File: src/rtl/sd_cmd_pkg.sv
package sd_cmd_pkg;

  typedef enum logic [2:0] {
    RK_NONE        = 3'd0,
    RK_SHORT       = 3'd1,
    RK_SHORT_BUSY  = 3'd2,
    RK_LONG        = 3'd3,
    RK_SHORT_NOCRC = 3'd4
  } rsp_kind_e;

  typedef enum logic [2:0] {
    ST_IDLE, ST_SEND, ST_RESP, ST_BUSYW, ST_FIN
  } eng_state_e;

  localparam int TOKEN_BITS = 48;
  localparam int SHORT_BITS = 48;
  localparam int LONG_BITS  = 136;

  function automatic logic kind_has_rsp(input logic [2:0] k);
    return (k >= 3'd1) && (k <= 3'd4);
  endfunction

  function automatic logic kind_is_long(input logic [2:0] k);
    return k == RK_LONG;
  endfunction

  function automatic logic kind_chk_crc(input logic [2:0] k);
    return (k >= 3'd1) && (k <= 3'd3);
  endfunction

  function automatic logic kind_wait_busy(input logic [2:0] k);
    return k == RK_SHORT_BUSY;
  endfunction

  // one CRC7 step, generator x^7 + x^3 + 1
  function automatic logic [6:0] crc7_step(input logic [6:0] c, input logic b);
    logic fb;
    fb = b ^ c[6];
    return {c[5:0], 1'b0} ^ (fb ? 7'h09 : 7'h00);
  endfunction

  // CRC7 over the low n bits of d, MSB first
  function automatic logic [6:0] crc7_calc(input logic [119:0] d, input int n);
    logic [6:0] c;
    c = 7'h00;
    for (int i = 119; i >= 0; i--) begin
      if (i < n) c = crc7_step(c, d[i]);
    end
    return c;
  endfunction

endpackage

File: src/rtl/sd_cmd_tx.sv
module sd_cmd_tx
  import sd_cmd_pkg::*;
(
  input  logic        clk,
  input  logic        rst_n,
  input  logic        load,
  input  logic [5:0]  idx,
  input  logic [31:0] arg,
  output logic        tx_bit,
  output logic        tx_active,
  output logic        tx_last
);
  localparam int CW = $clog2(TOKEN_BITS);
  localparam logic [CW-1:0] LAST_POS = CW'(TOKEN_BITS - 1);

  logic [TOKEN_BITS-1:0] sh;
  logic [CW-1:0]         pos;
  logic [39:0]           body;

  assign body = {2'b01, idx, arg};

  always_ff @(posedge clk or negedge rst_n) begin
    if (!rst_n) begin
      sh        <= '1;
      pos       <= '0;
      tx_active <= 1'b0;
    end else if (load) begin
      sh        <= {body, crc7_calc({80'b0, body}, 40), 1'b1};
      pos       <= '0;
      tx_active <= 1'b1;
    end else if (tx_active) begin
      sh  <= {sh[TOKEN_BITS-2:0], 1'b1};
      pos <= pos + 1'b1;
      if (pos == LAST_POS) tx_active <= 1'b0;
    end
  end

  assign tx_bit  = tx_active ? sh[TOKEN_BITS-1] : 1'b1;
  assign tx_last = tx_active && (pos == LAST_POS);
endmodule

File: src/rtl/sd_rsp_rx.sv
module sd_rsp_rx
  import sd_cmd_pkg::*;
#(
  parameter int TIMEOUT = 64
)(
  input  logic                 clk,
  input  logic                 rst_n,
  input  logic                 start,
  input  logic                 long_sel,
  input  logic                 cmd_in,
  output logic [LONG_BITS-1:0] frame,
  output logic                 rx_done,
  output logic                 rx_timeout
);
  localparam int LW = $clog2(LONG_BITS + 1);
  localparam int TW = $clog2(TIMEOUT + 1);

  typedef enum logic [1:0] {RX_OFF, RX_HUNT, RX_SHIFT} rx_state_e;

  rx_state_e     st;
  logic [LW-1:0] cnt;
  logic [TW-1:0] tcnt;
  logic          long_q;
  logic [LW-1:0] last_idx;

  assign last_idx   = long_q ? LW'(LONG_BITS - 1) : LW'(SHORT_BITS - 1);
  assign rx_done    = (st == RX_SHIFT) && (cnt == last_idx);
  assign rx_timeout = (st == RX_HUNT) && cmd_in && (tcnt == TW'(TIMEOUT - 1));

  always_ff @(posedge clk or negedge rst_n) begin
    if (!rst_n) begin
      st     <= RX_OFF;
      cnt    <= '0;
      tcnt   <= '0;
      long_q <= 1'b0;
      frame  <= '0;
    end else if (start) begin
      st     <= RX_HUNT;
      cnt    <= '0;
      tcnt   <= '0;
      long_q <= long_sel;
      frame  <= '0;
    end else begin
      case (st)
        RX_HUNT: begin
          if (!cmd_in) begin
            frame <= {frame[LONG_BITS-2:0], 1'b0};
            cnt   <= LW'(1);
            st    <= RX_SHIFT;
          end else if (rx_timeout) begin
            st <= RX_OFF;
          end else begin
            tcnt <= tcnt + 1'b1;
          end
        end
        RX_SHIFT: begin
          frame <= {frame[LONG_BITS-2:0], cmd_in};
          cnt   <= cnt + 1'b1;
          if (rx_done) st <= RX_OFF;
        end
        default: st <= RX_OFF;
      endcase
    end
  end
endmodule

File: src/rtl/sd_rsp_check.sv
module sd_rsp_check
  import sd_cmd_pkg::*;
(
  input  logic [LONG_BITS-1:0] frame,
  input  logic [2:0]           kind,
  input  logic                 timed_out,
  output logic [127:0]         rsp_data,
  output logic                 hdr_bad,
  output logic                 crc_bad
);
  logic       valid, is_long;
  logic [7:0] first_byte;
  logic [6:0] crc_rx, crc_exp;

  assign valid   = kind_has_rsp(kind) && !timed_out;
  assign is_long = kind_is_long(kind);

  always_comb begin
    if (is_long) begin
      first_byte = frame[135:128];
      crc_exp    = crc7_calc(frame[127:8], 120);
    end else begin
      first_byte = frame[47:40];
      crc_exp    = crc7_calc({80'b0, frame[47:8]}, 40);
    end
    crc_rx = frame[7:1];
    if (!valid)       rsp_data = '0;
    else if (is_long) rsp_data = frame[127:0];
    else              rsp_data = {frame[39:8], 96'b0};
  end

  assign hdr_bad = valid && (first_byte[7:6] != 2'b00);
  assign crc_bad = valid && kind_chk_crc(kind) && (crc_rx != crc_exp);
endmodule

File: src/rtl/sd_cmd_engine.sv
module sd_cmd_engine
  import sd_cmd_pkg::*;
#(
  parameter int RSP_TIMEOUT = 64
)(
  input  logic         clk,
  input  logic         rst_n,
  input  logic         req_valid,
  input  logic [5:0]   req_idx,
  input  logic [31:0]  req_arg,
  input  logic [2:0]   req_kind,
  output logic         busy,
  output logic         done,
  output logic         cmd_out,
  output logic         cmd_oe,
  input  logic         cmd_in,
  input  logic         dat0_in,
  output logic [127:0] rsp_data,
  output logic         err_timeout,
  output logic         err_hdr,
  output logic         err_crc
);
  eng_state_e           state;
  logic [2:0]           kind_q;
  logic                 accept, tx_last, tx_active;
  logic                 rx_start, rx_done, rx_timeout;
  logic [LONG_BITS-1:0] frame;

  assign accept   = req_valid && (state == ST_IDLE);
  assign rx_start = (state == ST_SEND) && tx_last && kind_has_rsp(kind_q);
  assign busy     = (state != ST_IDLE);
  assign done     = (state == ST_FIN);
  assign cmd_oe   = tx_active;

  sd_cmd_tx u_tx (
    .clk(clk), .rst_n(rst_n), .load(accept), .idx(req_idx), .arg(req_arg),
    .tx_bit(cmd_out), .tx_active(tx_active), .tx_last(tx_last)
  );

  sd_rsp_rx #(.TIMEOUT(RSP_TIMEOUT)) u_rx (
    .clk(clk), .rst_n(rst_n), .start(rx_start), .long_sel(kind_is_long(kind_q)),
    .cmd_in(cmd_in), .frame(frame), .rx_done(rx_done), .rx_timeout(rx_timeout)
  );

  sd_rsp_check u_chk_logic (
    .frame(frame), .kind(kind_q), .timed_out(err_timeout),
    .rsp_data(rsp_data), .hdr_bad(err_hdr), .crc_bad(err_crc)
  );

  always_ff @(posedge clk or negedge rst_n) begin
    if (!rst_n) begin
      state       <= ST_IDLE;
      kind_q      <= RK_NONE;
      err_timeout <= 1'b0;
    end else begin
      case (state)
        ST_IDLE: if (accept) begin
          state       <= ST_SEND;
          kind_q      <= req_kind;
          err_timeout <= 1'b0;
        end
        ST_SEND: if (tx_last) state <= kind_has_rsp(kind_q) ? ST_RESP : ST_FIN;
        ST_RESP: begin
          if (rx_done) begin
            state <= kind_wait_busy(kind_q) ? ST_BUSYW : ST_FIN;
          end else if (rx_timeout) begin
            state       <= ST_FIN;
            err_timeout <= 1'b1;
          end
        end
        ST_BUSYW: if (dat0_in) state <= ST_FIN;
        default:  state <= ST_IDLE;
      endcase
    end
  end
endmodule

File: config.mk
export PLATFORM = sky130hd
export DESIGN_NAME = sd_cmd_engine
export DESIGN_NICKNAME = d
export VERILOG_FILES = /design/src/rtl/sd_cmd_pkg.sv /design/src/rtl/sd_cmd_tx.sv /design/src/rtl/sd_rsp_rx.sv /design/src/rtl/sd_rsp_check.sv /design/src/rtl/sd_cmd_engine.sv
export SDC_FILE = /design/constraint.sdc
export NUM_CORES = 1
export LEC_CHECK = 0
export ABC_CLOCK_PERIOD_IN_PS = 7120
export BUFFER_PORTS_ARGS = -buffer_cell sky130_fd_sc_hd__buf_2
export CELL_PAD_IN_SITES_DETAIL_PLACEMENT = 0
export CELL_PAD_IN_SITES_GLOBAL_PLACEMENT = 2
export CORE_ASPECT_RATIO = 1.1
export CORE_MARGIN = 5
export CORE_UTILIZATION = 38
export DETAILED_ROUTE_END_ITERATION = 7
export HOLD_SLACK_MARGIN = 0.05
export PLACE_DENSITY = 0.94
export SLEW_MARGIN = 20
export SYNTH_ARGS = -nofsm -noshare
export SYNTH_HDL_FRONTEND = slang
export SYNTH_HIERARCHICAL = 1
export SYNTH_SLANG_ARGS = --single-unit
File: constraint.sdc
create_clock -name clk -period 7.12 [get_ports clk]
set_input_delay 0.356 -clock clk [delete_from_list [all_inputs] [get_ports clk]]
set_output_delay 0.356 -clock clk [all_outputs]
set_load 0.05 [all_outputs]
==> flow_metrics.env, run 1 <==
export IMPL_fin_setup_tns_ps=0
export IMPL_wl_um=44380
export IMPL_cts_sinks=215
export IMPL_syn_area_um2=15220
export IMPL_synth_cells=1590
export IMPL_cp_startpoint="u_rx/frame[121]"
export IMPL_drive_gt1_frac=0.1879
export IMPL_post_drt_wl_per_cell_um=19.56
export IMPL_ant_nets=0
export IMPL_vdd_ir_drop_worst_mv=0.2367
export IMPL_grtUsageTotal=0.1966
export IMPL_worstPathArrival_ps=6170
export IMPL_fp_row_count=77
export IMPL_area_growth_pct=15.65
export IMPL_endpoint="err_crc"
export IMPL_hold_violations=0
export IMPL_cp_top_family="XOR/XNOR gates"
export IMPL_yosysSeqAreaShare=0.3573
export IMPL_post_route_period_util=0.9164
export IMPL_startpoint_type="flop"
export IMPL_criticalPathCategory="flop to output port"
export IMPL_h_tree_depth=1
export IMPL_die_w_um=200.8
export IMPL_clock_fmax_mhz=153.3
export IMPL_met1_length_um=18750
export IMPL_final_area_um2=17600
export IMPL_clk_pin_slew_worst_paths_ps=60
export IMPL_diodes=0
export IMPL_crit_top_cell="xnor3_1"
export IMPL_finalSetupViolCount=0
export IMPL_crit_buf_inv=1
export IMPL_final_common_cell="nand2_1"
export IMPL_r2r_cells=8
export IMPL_grt_antenna_before_repair=0
export IMPL_cap_violations=0
export IMPL_yosys_register_bits=215
export IMPL_drtIter0Drc=911
export IMPL_cts_buffers=26
export IMPL_met2_length_um=21900
export IMPL_design_core_area_um2=39890
export IMPL_placed_area_um2=16450
export IMPL_drv_slew=0
export IMPL_cp_slowest_cell="xnor3_1"
export IMPL_routabilityCongestion=0.9275
export IMPL_dieHeight_um=219.9
export IMPL_power_per_cell_area_nw_per_um2=252.2
export IMPL_drc_errors=0
export IMPL_synth_edf_count=0
export IMPL_yosys_top_cells_area="dfrtp_1 (28%), xnor2_1 (13%), nand2_1 (9.8%), xnor3_1 (8.4%), dfstp_2 (8.1%)"
export IMPL_skew_ps=17.23
export IMPL_stdcell_count=2269
export IMPL_cts_resized=0
export IMPL_final_cell_mix="nand2_1 (396), xnor2_1 (220), buf_2 (179)"
export IMPL_viasPerCell=5.160
export IMPL_slew_headroom=0.3076
export IMPL_cts_tree="done"
export IMPL_rsz0062_at_grt="no"
export IMPL_multi_input_comb_area_um2=9323
export IMPL_ys_flop_type="dfrtp_1"
export IMPL_dieArea_um2=44170
export IMPL_numPlacedInstances=2195
export IMPL_hpwl_um=31440
export IMPL_dr_pass1_iters=5
export IMPL_cts_root_buf="clkbuf_16"
export IMPL_reg2reg_setup_slack_ps=3590
export IMPL_total_power_mw=4.440
export IMPL_power_leakage_nw=8.562
export IMPL_grt_max_degree=107
export IMPL_synth_cell_types=65
export IMPL_io_pins=181
export IMPL_tightest_slew_ps=1039
export IMPL_min_path_type="input pin to flop"
export IMPL_worstPathCellList="xor2_1 > xnor3_1 > xor2_1 > xnor3_1 > xnor3_1 > xnor3_2 > xnor3_1 > xnor3_1 > xor3_1 > or2_0 > o21a_1 > o311a_1 > nor4_2 > a31oi_1 > buf_2"
export IMPL_cp_required_ps=6760
export IMPL_crit_path_end_kind="output port"
export IMPL_overflow=0
export IMPL_rr_endpoint="u_rx/frame[87]"
export IMPL_post_place_ws_ps=1155
export IMPL_reg2reg_from="u_tx/tx_active"
export IMPL_yosys_warnings=6
export IMPL_grt_pass1_wl_um=69700
export IMPL_start_util=0.3816
export IMPL_async_flop_share=1.000
export IMPL_yosys_area_top_type_share=0.2762
export IMPL_worst_path_stages=15
export IMPL_layout_setup_ws_ps=595.2
export IMPL_highest_layer="met4"
export IMPL_fill_cells=3882
export IMPL_dr_wl_met3_um=2676
export IMPL_synth_top_cell_by_area="dfrtp_1"
export IMPL_seq_area_um2=5440
export IMPL_status="completed"
export IMPL_syn_nets=1639
export IMPL_worst_path_max_fanout=5
export IMPL_vias=11710
export IMPL_clk_latency_ps=550
export IMPL_avgSynthCellArea_um2=9.574
export IMPL_fin_crit_ps=6525
export IMPL_nNetsFinal=1788
export IMPL_io_buffers=180
export IMPL_cts_max_path_buffers=3
export IMPL_slowest_delay_ps=590
export IMPL_first_global_vias=11850
## flip-flops by register name, indices dropped and copies added (netlist names)
signal	cells
u_rx/cnt	8
err_timeout	1
u_tx/pos	6
state	3
u_tx/sh	47
u_rx/long_q	1
u_rx/st	2
u_tx/tx_active	1
u_rx/tcnt	7
u_rx/frame	136
kind_q	3
## layout make-up
class                      count  share of cell area
clock buffer                  33             0.04080
clock inverter                12            0.006610
inverter                       7            0.001635
multi-input combinational   1266              0.5296
sequential                   215              0.3090
tap                          513             0.03646
timing repair buffer         223             0.07591
## how the worst min path moves through the flow
stage / from / to / slack (ps) / cells past startpoint
after detailed placement: rst_n / u_rx/frame[14] / 370 / 1
after CTS: req_arg[7] / u_tx/sh[15] / 50 / 3
final: req_arg[6] / u_tx/sh[14] / 80 / 3
after floorplan: rst_n / err_timeout / 60 / 0
after global placement: rst_n / u_rx/frame[14] / 370 / 1
after global routing: req_arg[7] / u_tx/sh[15] / 70 / 3
## metal layers
| layer | vias to the layer above | track usage |
|---|---|---|
| li1 | 5591 | - |
| met1 | 5702 | 0.2542 |
| met2 | 351 | 0.3423 |
| met3 | 64 | 0.03547 |
| met4 | 0 | 0.05255 |
| met5 | - | 0 |
## through the flow
stage / hold slack, ps / utilization
global placement: 371.9 / 0.4124
finish: 78.70 / 0.4414
floorplan: 60.41 / -
CTS: 51.44 / 0.4401
detailed placement: 370.9 / 0.4124
global route: 71.49 / 0.4414
## cell usage after synthesis (3+ instances only)
cell type	number
xor3_2	4
xor3_1	6
buf_2	32
xnor2_2	9
buf_4	5
inv_1	7
nand2_1	396
xnor2_1	220
dfstp_2	47
mux2_4	3
nor2_1	27
o21ai_0	78
ha_1	3
nor3_1	6
buf_1	17
xor2_1	72
and2_1	97
a21oi_1	45
xnor3_1	57
nand2b_1	4
o211ai_1	109
nand3_1	8
nor2b_1	10
a211oi_1	8
mux2i_1	43
and3_1	6
xnor3_2	10
dfrtp_1	168
clkbuf_1	47
## worst register-to-register path: cells and delay by family, from the launching register on
kind / cells / cell delay [ps]
buf+inv: 3 / 1880
simple gates: 4 / 760
flops: 1 / 380
compound gates: 1 / 320
## report_power, final
group / switching [mW] / internal, mW
logic: 0.835 / 0.575
clock network: 0.540 / 0.780
registers: 0.178 / 1.53
total: 1.55 / 2.89
## repair_timing
| item | CTS | global route |
|---|---|---|
| setup buffers | 0 | 0 |
| hold endpoints to repair | 88 | 0 |
| hold buffers | 27 | 0 |
## kinds of logic after synthesis
kind of cell / share of synthesized area
buf+inv: 0.03123
mux: 0.03271
flops: 0.3573
simple gates: 0.1702
xor+xnor: 0.2964
fa+ha+maj: 0.002466
compound gates: 0.1097
Power figures use the tool's default switching activity.
==> run 2, diff against run 1 <==
Settings changed: ABC_AREA from default to 1, CORE_UTILIZATION 38 to 33, PLACE_DENSITY 0.94 to 0.93.
==> run 2 against run 1 <==
The flow now finishes with violations (negative setup slack). Wire length increased by 30%. Sequential share of layout area fell by 5.7 points. Die area rose by 35%. Critical path depth grew 63. Setup slack got worse by 1700 ps. Clock-buffer cell count rose by 9. Power rose by 5.2%. Fmax fell by 20%. First-iteration DRC count is 6.9% higher. Critical path type unchanged. Largest power group unchanged. Highest routed layer unchanged.
==> flow_metrics.env, run 2 <==
export IMPL_clk_latency_ps=550
export IMPL_grt_pass1_wl_um=92090
export IMPL_layout_setup_ws_ps=-1063
export IMPL_avgSynthCellArea_um2=6.481
export IMPL_cts_sinks=215
export IMPL_drive_gt1_frac=0.2777
export IMPL_diodes=0
export IMPL_skew_ps=18.33
export IMPL_io_buffers=180
export IMPL_crit_top_cell="nand2_2"
export IMPL_min_path_type="input pin to flop"
export IMPL_drv_slew=0
export IMPL_power_leakage_nw=11.49
export IMPL_fin_crit_ps=8183
export IMPL_post_route_period_util=1.149
export IMPL_final_cell_mix="nand2_1 (902), nand3_1 (415), inv_1 (272)"
export IMPL_r2r_cells=13
export IMPL_yosys_top_cells_area="dfrtp_1 (23%), nand2_1 (20%), nand3_1 (12%), dfstp_2 (6.8%), nand2_2 (6.8%)"
export IMPL_synth_edf_count=0
export IMPL_cts_buffers=29
export IMPL_reg2reg_from="u_tx/pos[1]"
export IMPL_tightest_slew_ps=1065
export IMPL_rr_endpoint="u_rx/frame[95]"
export IMPL_status="finished with violations"
export IMPL_post_place_ws_ps=-849.6
export IMPL_final_common_cell="nand2_1"
export IMPL_hold_violations=0
export IMPL_slew_headroom=0.2900
export IMPL_post_drt_wl_per_cell_um=15.30
export IMPL_regMostFlops="u_rx/frame"
export IMPL_cp_slowest_cell="dfrtp_2"
export IMPL_design_core_area_um2=54610
export IMPL_yosys_register_bits=215
export IMPL_yosys_area_top_type_share=0.2318
export IMPL_first_global_vias=17880
export IMPL_drtIter0Drc=974
export IMPL_start_util=0.3321
export IMPL_finalSetupViolCount=1
export IMPL_yosysMostFrequentCell="nand2_1"
export IMPL_power_per_cell_area_nw_per_um2=215.9
export IMPL_fp_row_count=90
export IMPL_reg2reg_setup_slack_ps=2620
export IMPL_holdCritStartpoint="req_arg[13]"
export IMPL_yosys_top_cells_count="nand2_1 (968), nand3_1 (438), inv_1 (275)"
export IMPL_fin_util=0.3960
export IMPL_dr_pass1_iters=7
export IMPL_syn_nets=2848
export IMPL_startpoint_type="flop"
export IMPL_routabilityCongestion=0.8961
export IMPL_synth_cell_types=44
export IMPL_fill_cells=5764
export IMPL_h_tree_depth=1
export IMPL_drc_errors=0
export IMPL_clk_pin_slew_worst_paths_ps=60
export IMPL_cap_violations=0
export IMPL_vias=18370
export IMPL_rsz0062_at_grt="yes"
export IMPL_top_regs="u_rx/frame (136), u_tx/sh (47), u_rx/cnt (8)"
export IMPL_grt_max_degree=102
export IMPL_cts_tree="done"
export IMPL_nNetsFinal=3056
export IMPL_synth_top_cell_by_area="dfrtp_1"
export IMPL_die_w_um=233.5
export IMPL_failed_checks="negative setup slack"
export IMPL_dieHeight_um=255.9
export IMPL_grt_antenna_before_repair=0
export IMPL_criticalPathCategory="flop to output port"
export IMPL_syn_area_um2=18140
export IMPL_viasPerCell=4.881
export IMPL_worstPathArrival_ps=7830
export IMPL_synth_cells=2799
export IMPL_largest_register_ffs=136
export IMPL_yosys_warnings=6
export IMPL_cts_root_buf="clkbuf_16"
export IMPL_cts_max_path_buffers=3
export IMPL_clock_fmax_mhz=122.2
export IMPL_worst_path_max_fanout=6
export IMPL_ys_flop_type="dfrtp_1"
export IMPL_slowest_delay_ps=450
export IMPL_cp_required_ps=6760
export IMPL_ant_nets=0
export IMPL_crit_path_end_kind="output port"
export IMPL_dieArea_um2=59760
export IMPL_wl_um=57590
export IMPL_overflow=0
export IMPL_grtUsageTotal=0.1853
export IMPL_io_pins=181
export IMPL_hpwl_um=43570
export IMPL_endpoint="err_crc"
export IMPL_area_growth_pct=19.24
export IMPL_yosysSeqAreaShare=0.2998
export IMPL_cp_startpoint="u_rx/frame[127]"
export IMPL_vdd_ir_drop_worst_mv=0.2332
export IMPL_async_flop_share=1.000
==> run 2: worst max-delay path: cells and delay by family (launching register included) <==
family | cells | cell delay (ps)
compound gates | 1 | 150
buf+inv | 10 | 940
flops | 1 | 450
simple gates | 67 | 5740
==> run 2: metrics by stage <==
stage | area (um2) | power, mW | cells | setup TNS [ps] | hold WS [ps]
6_report | 21630 | 4.671 | 3764 | -1063 | 105.6
5_1_grt | 21630 | 4.963 | 3764 | -1821 | 94.63
4_1_cts | 21390 | 4.723 | 3758 | -1122 | 80.17
3_5_place_dp | 20060 | 3.162 | 3697 | -849.6 | 401.6
3_3_place_gp | 20060 | 3.131 | 3697 | -704.7 | 380.1
2_1_floorplan | 18140 | 2.738 | 2799 | 0 | 60.41
==> run 2: logic make-up (layout without fill, tap and decap cells) <==
logic type	Yosys count	after routing	share of synthesized area
and+or+nand+nor	1919	1919	0.5063
DFF	215	215	0.2998
xor gates and xnor gates	91	91	0.04470
adders and majority gates	3	3	0.002069
AOI/OAI and AO/OA	132	132	0.04773
buffers and inverters	439	668	0.09932
==> run 2: cell type report <==
class	count	area, um2	area share
Multi-Input combinational cell	2145	11350	0.5247
Timing Repair Buffer	268	1602	0.07404
Clock buffer	42	835.8	0.03864
Tap cell	736	920.9	0.04258
Inverter	348	1323	0.06114
Clock inverter	10	156.4	0.007231
Sequential cell	215	5443	0.2516
==> run 2: timing repair <==
action | CTS | global route
setup buffers | 1 | 6
hold buffers | 8 | 0
endpoints found under the hold margin | 81 | 0
endpoints found under the setup margin | 1 | 1
gates resized for setup | 68 | 57
pin swaps | 20 | 18
==> run 2: how the worst min path moves through the flow <==
stage                   end  slack [ps]  depth (start not counted)
6_report        u_tx/sh[21]         110                          3
5_1_grt         u_tx/sh[28]          90                          3
3_3_place_gp   u_rx/tcnt[0]         380                          1
3_5_place_dp   u_rx/tcnt[3]         400                          1
2_1_floorplan   err_timeout          60                          0
4_1_cts         u_tx/sh[28]          80                          3
==> run 2: power by group <==
| part | internal (mW) | switching, mW |
|---|---|---|
| logic | 0.417 | 1.15 |
| clock network | 0.953 | 0.565 |
| registers | 1.48 | 0.102 |
==> run 2: layer usage <==
metal,global-route usage,part of all wire,up-vias
li1,-,-,9287
met1,0.2387,0.44,8646
met2,0.3239,0.49,358
met3,0.02940,0.051,80
met4,0.04536,0.023,0
met5,0,0,-
==> run 3, diff against run 2 <==
Settings changed: SETUP_SLACK_MARGIN from default to 0.4, SLEW_MARGIN 20 to default.
==> run 3 against run 2 <==
The run still ends with negative setup slack left. Register-to-register slack about the same. Sequential share of layout area about the same. Fmax about the same. Final area about the same. Non-clock buffer count unchanged. Cell count unchanged. Power about the same. Clock-buffer cell count unchanged. Clock skew about the same. Largest power group unchanged.
==> flow_metrics.env, run 3 (synthesis results as in run 2) <==
export IMPL_status="finished with violations"
export IMPL_failed_checks="negative setup slack"
export IMPL_placed_area_um2=20060
export IMPL_overflow=0
export IMPL_ant_nets=0
export IMPL_power_leakage_nw=11.49
export IMPL_p_seq_frac=0.340
export IMPL_cts_sinks=215
export IMPL_p_int_mw=2.854
export IMPL_finalHoldWorstSlack_ps=105.7
export IMPL_cts_root_buf="clkbuf_16"
export IMPL_switching_power_mw=1.816
export IMPL_routabilityCongestion=0.8961
export IMPL_post_drt_wl_per_cell_um=15.29
export IMPL_clock_fmax_mhz=122.2
export IMPL_slowest_delay_ps=450
export IMPL_die_w_um=233.5
export IMPL_nNetsFinal=3056
export IMPL_viasPerCell=4.882
export IMPL_worst_path_max_fanout=6
export IMPL_skew_ps=18.33
export IMPL_rsz0062_at_grt="yes"
export IMPL_cts_tree="done"
export IMPL_fin_util=0.3960
export IMPL_hold_violations=0
export IMPL_numPlacedInstances=3697
export IMPL_min_path_type="input pin to flop"
export IMPL_fin_crit_ps=8182
export IMPL_io_pins=181
export IMPL_cp_top_family="simple AND/OR/NAND/NOR gates"
export IMPL_drive_gt1_frac=0.2777
export IMPL_worstPathArrival_ps=7830
export IMPL_grt_pass1_wl_um=92090
export IMPL_fp_row_count=90
export IMPL_cp_slowest_cell="dfrtp_2"
export IMPL_grtUsageTotal=0.1853
export IMPL_startpoint_type="flop"
export IMPL_drv_slew=0
export IMPL_finalSetupViolCount=1
export IMPL_first_global_vias=17880
export IMPL_cap_violations=0
export IMPL_stdcell_count=3764
export IMPL_grt_max_degree=102
export IMPL_start_util=0.3321
export IMPL_regMostFlops="u_rx/frame"
export IMPL_dr_pass1_iters=5
export IMPL_tightest_slew_ps=1182
export IMPL_clk_pin_slew_worst_paths_ps=60
export IMPL_cts_buffers=29
export IMPL_h_tree_depth=1
export IMPL_crit_path_end_kind="output port"
export IMPL_top_regs="u_rx/frame (136), u_tx/sh (47), u_rx/cnt (8)"
export IMPL_clk_latency_ps=550
export IMPL_vias=18370
export IMPL_power_share_clock=0.325
export IMPL_post_route_period_util=1.149
export IMPL_criticalPathCategory="flop to output port"
export IMPL_area_growth_pct=19.22
export IMPL_total_power_mw=4.670
export IMPL_cp_required_ps=6760
export IMPL_vdd_ir_drop_worst_mv=0.2332
export IMPL_dieHeight_um=255.9
export IMPL_drc_errors=0
export IMPL_hpwl_um=43570
export IMPL_final_cell_mix="nand2_1 (902), nand3_1 (415), inv_1 (272)"
export IMPL_switching_share=0.3888
export IMPL_wl_um=57560
export IMPL_design_core_area_um2=54610
export IMPL_dieArea_um2=59760
export IMPL_drtIter0Drc=974
export IMPL_slew_headroom=0.2117
export IMPL_crit_top_cell="nand2_2"
export IMPL_cts_max_path_buffers=3
export IMPL_crit_buf_inv=10
export IMPL_grt_antenna_before_repair=0
export IMPL_largest_register_ffs=136
export IMPL_comb_power_share=0.335
export IMPL_fill_cells=5764
export IMPL_diodes=0
export IMPL_final_area_um2=21630
export IMPL_final_common_cell="nand2_1"
export IMPL_layout_setup_ws_ps=-1062
export IMPL_io_buffers=180
export IMPL_power_per_cell_area_nw_per_um2=216.0
==> run 3: cell counts in the layout (fill, tap and decap cells not counted) <==
Identical to the previous run, type by type.
==> run 3: power groups by stage <==
| stage | Sequential, mW | Combinational, mW | Clock [mW] |
|---|---|---|---|
| after global routing | 1.61 | 1.74 | 1.61 |
| final | 1.59 | 1.57 | 1.52 |
| after CTS | 1.59 | 1.57 | 1.56 |
| after detailed placement | 1.60 | 1.56 | 0 |
| after floorplan | 1.58 | 1.16 | 0 |
| after global placement | 1.60 | 1.53 | 0 |
==> run 3: path summary, 6_finish.rpt <==
kind | endpoint | slack [ps] | start | cells after the start
worst max-delay path | err_crc | -1060 | u_rx/frame[127] | 78
worst min-delay path | u_tx/sh[21] | 110 | req_arg[13] | 3
worst max register to register | u_rx/frame[95] | 2620 | u_tx/pos[1] | 13
worst min register to register | u_tx/sh[5] | 480 | u_tx/sh[5] | 2
max in group asynchronous | u_rx/frame[126] | 5240 | rst_n | 3
min in group asynchronous | u_rx/tcnt[3] | 370 | rst_n | 2
==> run 3: repair_timing <==
item | CTS | global route
setup buffers | 1 | 6
gates resized for setup | 68 | 57
hold endpoints to repair | 81 | 0
setup endpoints to repair | 1 | 1
hold buffers | 8 | 0
pin swaps | 20 | 18
==> run 3: stage by stage <==
step	setup TNS, ps	setup WS [ps]
global placement	-704.7	-704.7
finish	-1062	-1062
CTS	-1122	-1122
floorplan	0	742.1
global route	-1821	-1821
detailed placement	-849.6	-849.6
==> run 3: final cells by class <==
| cell class | instances | area, um2 | area share |
|---|---|---|---|
| flip-flops and latches | 215 | 5443 | 0.2517 |
| clock buffers | 42 | 835.8 | 0.03865 |
| inverters | 348 | 1323 | 0.06116 |
| multi-input cells | 2145 | 11350 | 0.5248 |
| well taps | 736 | 920.9 | 0.04258 |
| repair buffers | 268 | 1598 | 0.07388 |
| clock inverters | 10 | 156.4 | 0.007232 |
==> run 3: layer usage <==
layer / GRT usage / vias to the layer above / routed length, um
li1: - / 9290 / -
met1: 0.2387 / 8641 / 25350
met2: 0.3239 / 363 / 27910
met3: 0.02940 / 80 / 2937
met4: 0.04536 / 0 / 1351
met5: 0 / - / 0
==> run 3: tightest hold or removal path: cells and delay by family <==
family / cells / cell delay (ps)
buffers and inverters: 2 / 170
AOI/OAI and AO/OA: 1 / 110
